## src/rtl/kx_pkg.sv

```systemverilog
package kx_pkg;

  function automatic logic [7:0] xtime(input logic [7:0] a);
    return {a[6:0], 1'b0} ^ (a[7] ? 8'h1b : 8'h00);
  endfunction

  function automatic logic [7:0] gf_mul(input logic [7:0] a, input logic [7:0] b);
    logic [7:0] p;
    logic [7:0] m;
    p = 8'h00;
    m = a;
    for (int k = 0; k < 8; k++) begin
      if (b[k]) p = p ^ m;
      m = xtime(m);
    end
    return p;
  endfunction

  // multiplicative inverse as x^254 (zero maps to zero)
  function automatic logic [7:0] gf_inv(input logic [7:0] x);
    logic [7:0] acc;
    logic [7:0] base;
    logic [7:0] expo;
    acc  = 8'h01;
    base = x;
    expo = 8'd254;
    for (int k = 0; k < 8; k++) begin
      if (expo[k]) acc = gf_mul(acc, base);
      base = gf_mul(base, base);
    end
    return acc;
  endfunction

  function automatic logic [7:0] rotl8(input logic [7:0] b, input int n);
    logic [15:0] d;
    d = {b, b} << n;
    return d[15:8];
  endfunction

  function automatic logic [7:0] sbox(input logic [7:0] x);
    logic [7:0] v;
    v = gf_inv(x);
    return v ^ rotl8(v, 1) ^ rotl8(v, 2) ^ rotl8(v, 3) ^ rotl8(v, 4) ^ 8'h63;
  endfunction

endpackage

```

## src/rtl/kx_sbox_word.sv

```systemverilog
module kx_sbox_word (
  input  logic [31:0] din,
  output logic [31:0] dout
);
  for (genvar g = 0; g < 4; g++) begin : g_lane
    assign dout[8*g +: 8] = kx_pkg::sbox(din[8*g +: 8]);
  end
endmodule

```

## src/rtl/kx_word_gen.sv

```systemverilog
module kx_word_gen #(
  parameter int NK = 8,
  localparam int KB = 32 * NK,
  localparam int PW = $clog2(NK)
) (
  input  logic          clk,
  input  logic          rst,
  input  logic          start,
  input  logic          step,
  input  logic [KB-1:0] key,
  output logic [31:0]   word
);
  logic [31:0] win [NK];
  logic [PW-1:0] phase;
  logic          loaded;
  logic [7:0]    rcon;

  logic [31:0] tail, sin, sub, mix, fresh;
  logic        extra_hit;
  logic        ph0;

  assign tail = win[NK-1];
  assign ph0  = (phase == '0);
  assign sin  = ph0 ? {tail[23:0], tail[31:24]} : tail;

  kx_sbox_word u_sub (.din(sin), .dout(sub));

  if (NK > 6) begin : g_extra
    assign extra_hit = (phase == PW'(4));
  end else begin : g_noextra
    assign extra_hit = 1'b0;
  end

  always_comb begin
    if (ph0)            mix = sub ^ {rcon, 24'h0};
    else if (extra_hit) mix = sub;
    else                mix = tail;
  end

  assign fresh = win[0] ^ mix;
  assign word  = loaded ? fresh : win[0];

  always_ff @(posedge clk) begin
    if (rst) begin
      phase  <= '0;
      loaded <= 1'b0;
      rcon   <= 8'h01;
    end else if (start) begin
      phase  <= '0;
      loaded <= 1'b0;
      rcon   <= 8'h01;
    end else if (step) begin
      phase <= (phase == PW'(NK - 1)) ? '0 : phase + 1'b1;
      if (phase == PW'(NK - 1)) loaded <= 1'b1;
      if (loaded && ph0) rcon <= kx_pkg::xtime(rcon);
    end
  end

  // window: rotate through key words first, then shift in new words
  always_ff @(posedge clk) begin
    if (start) begin
      for (int k = 0; k < NK; k++) win[k] <= key[KB-1-32*k -: 32];
    end else if (step) begin
      for (int k = 0; k < NK - 1; k++) win[k] <= win[k+1];
      win[NK-1] <= word;
    end
  end
endmodule

```

## src/rtl/kx_round_store.sv

```systemverilog
module kx_round_store #(
  parameter int DEPTH = 15,
  parameter int AW = 4,
  parameter int DW = 128
) (
  input  logic          clk,
  input  logic          rst,
  input  logic          wr_en,
  input  logic [AW-1:0] wr_addr,
  input  logic [DW-1:0] wr_data,
  input  logic [AW-1:0] rd_idx,
  output logic [DW-1:0] rd_data
);
  logic [DW-1:0] mem [DEPTH];
  logic          rd_hit;

  assign rd_hit = ({1'b0, rd_idx} < (AW + 1)'(DEPTH));

  always_ff @(posedge clk) begin
    if (wr_en) mem[wr_addr] <= wr_data;
  end

  always_ff @(posedge clk) begin
    if (rst)         rd_data <= '0;
    else if (rd_hit) rd_data <= mem[rd_idx];
    else             rd_data <= '0;
  end

  a_r4_wr_in_range: assert property (@(posedge clk) disable iff (rst)
    wr_en |-> ({1'b0, wr_addr} < (AW + 1)'(DEPTH)));

  a_r6_oob_zero: assert property (@(posedge clk) disable iff (rst)
    !rd_hit |=> (rd_data == '0));
endmodule

```

## src/rtl/aes_key_sched.sv

```systemverilog
module aes_key_sched #(
  parameter int KEY_BITS = 256,
  localparam int NK = KEY_BITS / 32,
  localparam int NRK = NK + 7,
  localparam int NWORDS = 4 * NRK,
  localparam int CW = $clog2(NWORDS + 1),
  localparam int RK_IDX_W = $clog2(NRK)
) (
  input  logic                clk,
  input  logic                rst,
  input  logic [KEY_BITS-1:0] key_in,
  input  logic                key_vld,
  output logic                key_rdy,
  input  logic [RK_IDX_W-1:0] rk_idx,
  output logic [127:0]        rk_out,
  output logic                sched_ok
);
  logic          busy, accept, last;
  logic [CW-1:0] wcnt;
  logic [31:0]   word;
  logic [95:0]   acc;
  logic          wr_en;
  logic [RK_IDX_W-1:0] wr_addr;

  assign busy   = ~key_rdy;
  assign accept = key_vld & key_rdy;
  assign last   = busy && (wcnt == CW'(NWORDS - 1));
  assign wr_en  = busy && (wcnt[1:0] == 2'b11);
  assign wr_addr = RK_IDX_W'(wcnt >> 2);

  always_ff @(posedge clk) begin
    if (rst) begin
      key_rdy  <= 1'b1;
      sched_ok <= 1'b0;
      wcnt     <= '0;
    end else if (accept) begin
      key_rdy  <= 1'b0;
      sched_ok <= 1'b0;
      wcnt     <= '0;
    end else if (busy) begin
      wcnt <= wcnt + 1'b1;
      if (last) begin
        key_rdy  <= 1'b1;
        sched_ok <= 1'b1;
      end
    end
  end

  always_ff @(posedge clk) begin
    if (busy) acc <= {acc[63:0], word};
  end

  kx_word_gen #(.NK(NK)) u_gen (
    .clk(clk), .rst(rst), .start(accept), .step(busy),
    .key(key_in), .word(word)
  );

  kx_round_store #(.DEPTH(NRK), .AW(RK_IDX_W), .DW(128)) u_store (
    .clk(clk), .rst(rst), .wr_en(wr_en), .wr_addr(wr_addr),
    .wr_data({acc, word}), .rd_idx(rk_idx), .rd_data(rk_out)
  );

  // cycle counter for the completion-latency check
  logic [CW:0] a_cyc;
  always_ff @(posedge clk) begin
    if (rst)          a_cyc <= '0;
    else if (accept)  a_cyc <= '0;
    else if (busy)    a_cyc <= a_cyc + 1'b1;
  end

  a_r1_reset_state: assert property (@(posedge clk)
    rst |=> (key_rdy && !sched_ok));

  a_r2_accept_blocks: assert property (@(posedge clk) disable iff (rst)
    (key_vld && key_rdy) |=> !key_rdy);

  a_r3_done_latency: assert property (@(posedge clk) disable iff (rst)
    $rose(sched_ok) |-> (a_cyc == (CW + 1)'(NWORDS)));

  a_r8_ok_holds: assert property (@(posedge clk) disable iff (rst)
    (sched_ok && !(key_vld && key_rdy)) |=> sched_ok);

  a_r9_reload_clears: assert property (@(posedge clk) disable iff (rst)
    (key_vld && key_rdy) |=> !sched_ok);
endmodule

```

## config.mk

```make
export PLATFORM = sky130hd
export DESIGN_NAME = aes_key_sched
export DESIGN_NICKNAME = d
export VERILOG_FILES = /design/src/rtl/kx_pkg.sv /design/src/rtl/kx_sbox_word.sv /design/src/rtl/kx_word_gen.sv /design/src/rtl/kx_round_store.sv /design/src/rtl/aes_key_sched.sv
export SDC_FILE = /design/constraint.sdc
export NUM_CORES = 2
export LEC_CHECK = 0
export ABC_CLOCK_PERIOD_IN_PS = 39500
export BUFFER_PORTS_ARGS = -buffer_cell sky130_fd_sc_hd__buf_2
export CORE_ASPECT_RATIO = 0.5
export CORE_UTILIZATION = 50
export DETAILED_ROUTE_END_ITERATION = 10
export PLACE_DENSITY = 0.66
export SYNTH_ARGS = -nofsm -noshare
export SYNTH_HDL_FRONTEND = slang
export SYNTH_HIERARCHICAL = 1
export SYNTH_SLANG_ARGS = --single-unit
```

## constraint.sdc

```tcl
create_clock -name clk -period 39.5 [get_ports clk]
set_input_delay 7.9 -clock clk [delete_from_list [all_inputs] [get_ports clk]]
set_output_delay 7.9 -clock clk [all_outputs]
set_load 0.03 [all_outputs]
```

==> metrics.cfg <==
[job]
drv_cap = 0

[sta]
clock_skew_ps = 150
slew-limit-headroom = 0.138
hold_viol = 0
rsz0062_at_grt = false
drv_slew = 0
fmax_mhz = 46.6
setup-tns-final_ps = 0
finalCritPeriodShare = 0.544
min_period_ps = 21470
tightestPinTransition_ps = 1290
finalSetupViolCount = 0

[clock_network]
htreeDepth = 4
clock_path_buffers = 4
clk_pin_slew_ps = 60
clk_latency_ps = 910
cts_sinks = 2420
cts_repair_resize_count = 0
cts_tree = yes
cts_setup_buffers = 0
clock-root-buffer = clkbuf_16
ctsHoldBuffers = 0
cts_buffers = 213

[yosys]
synth.avg_cell_area_sq_um = 12.1
synthArstFlopShare = 0
yosys_warnings = 6
netlist_area_sq_um = 148000
netlist_instances = 12200
synth_seq_cells = 2420
synth_edf_count = 2272
ys_seq_area_frac = 0.480
ys.flop_type = edfxtp_1
synth.distinct_cells = 126
synthesis.nets = 12500

[final_layout]
mostFrequentLayoutCells = edfxtp_1, xnor2_1, nor2_1
drive_gt1_frac = 0.173
final_common_cell = edfxtp_1
area_growth_pct = 9.20
nets = 12700
num-fill-cells = 24000

[floorplanning]
core_area_sq_um = 293000
start_util = 0.506
ios = 393
dieHeight_um = 387
core.rowCount = 140
die_w_um = 772
die_area_sq_um = 299000

[worst_hold_path]
holdPathStages = 2
hp-class = reg -> reg
worstHoldStart = u_gen/rcon[6]

[global_route]
antenna_found_initial = 41
grt.overflow.total = 0
grt_max_degree = 120
grt_util_all_layers = 0.264
grt_pass1_vias = 95700
grt_pass1_wl_mm = 608

[route]
dr.pass1.iters = 6
wl_per_cell_um = 24.5
ant_nets = 0
route.vias.total = 99800
drt_iter0_drc = 10600
viasPerCell = 6.04
route.detailed.drc = 0
drt_wl_total_mm = 406

[worst_setup_path]
worstPathArrival_ps = 22170
critPathCaptureType = flip-flop
required_ps = 40190
critPathLaunchType = flip-flop
startpoint = u_gen/phase[0]
crit_fanout = 34
crit_top_cell = xnor2_1
slowest_stage = xnor2_2
slowest_delay_ps = 980
r2r-start = u_gen/phase[0]
rr_worst_depth = 60
worstSetupPathType = reg -> reg

[placement]
io_buffer_count = 392
dp_hpwl_mm = 254
gp_congestion = 0.915

[outcome]
run_status = completed

## synth_stat cells, types with 65 or more instances
| cell | count | area [sq um] |
|---|---|---|
| edfxtp_1 | 2272 | 68200 |
| xnor2_1 | 1679 | 14700 |
| nor2_1 | 1221 | 4580 |
| nand2_1 | 1097 | 4120 |
| xor2_1 | 470 | 4120 |
| clkbuf_1 | 401 | 1510 |
| mux4_2 | 390 | 8780 |
| a21oi_1 | 387 | 1940 |
| mux2_2 | 343 | 3860 |
| o21ai_0 | 343 | 1720 |
| mux2i_1 | 327 | 3270 |
| a22oi_1 | 311 | 2330 |
| xnor3_1 | 278 | 6260 |
| nor3_1 | 216 | 1080 |
| buf_2 | 215 | 1080 |
| nand3_1 | 173 | 866 |
| o21ai_1 | 157 | 786 |
| dfxtp_1 | 148 | 2960 |
| o22ai_1 | 106 | 663 |
| xnor2_2 | 95 | 1550 |
| a211oi_1 | 91 | 683 |
| o211ai_1 | 79 | 593 |
| inv_1 | 77 | 289 |
| a31oi_1 | 76 | 475 |
| nor2b_1 | 67 | 419 |
| buf_4 | 65 | 488 |
## final cells by class
class / count / area [sq um] / share of cell area
repair buffers: 734 / 4670 / 0.0289
clock buffers: 274 / 5770 / 0.0356
flip-flops and latches: 2420 / 71200 / 0.440
multi-input cells: 8953 / 73800 / 0.456
well taps: 3905 / 4890 / 0.0302
clock inverters: 112 / 1160 / 0.00718
diodes: 32 / 80.1 / 0.000495
inverters: 99 / 377 / 0.00233
## state kept, by name, indices dropped and copies added, names as in the netlist, 3 cells and up
name / flops
acc: 96
u_gen/rcon: 8
u_store/rd_data: 128
wcnt: 6
u_gen/win: 256
u_gen/phase: 3
u_store/mem: 1920
## per-layer routing
metal / global-route usage / vias to the layer above / routed length, um
li1: - / 45400 / -
met1: 0.376 / 49900 / 173000
met2: 0.430 / 3945 / 194000
met3: 0.0344 / 537 / 29400
met4: 0.0663 / 2 / 9440
met5: 0 / - / 13
## cells by family after synthesis
group,count (synthesis),synth area share
AND/OR/NAND/NOR,3165,0.0930
XOR/XNOR,2631,0.196
flip-flops,2420,0.480
AO/OA/AOI/OAI,2047,0.0920
multiplexers,1078,0.109
buffers and inverters,875,0.0273
adder cells (fa/ha/maj),32,0.00270
## per-stage QoR
stage	util	hold slack [ps]	cells	worst slack (ps)	area, sq um
floorplan	-	455	12200	21590	148000
global placement	0.529	487	16100	18940	155000
detailed placement	0.529	489	16100	18340	155000
CTS	0.552	500	16500	18240	162000
global route	0.552	520	16500	16340	162000
finish	0.552	500	16500	18030	162000
## worst paths after layout
kind	endpoint	slack, ps
hold / removal	u_gen/rcon[6]	500
hold reg to reg	u_gen/rcon[6]	500
setup reg to reg	u_gen/win[0][246]	18030
setup / recovery	u_gen/win[0][246]	18030
## worst max-delay path: cells and delay by family, from the launching register on
kind / cells / cell delay (ps)
and+or+nand+nor: 16 / 6410
xor gates and xnor gates: 16 / 6020
AOI/OAI and AO/OA: 15 / 4190
muxes: 7 / 2400
adders and majority gates: 3 / 1240
buffers and inverters: 3 / 620
DFF: 1 / 340
Power is not shown: default switching activity piles up to over one toggle a cycle in this logic, so the estimate is an artifact.
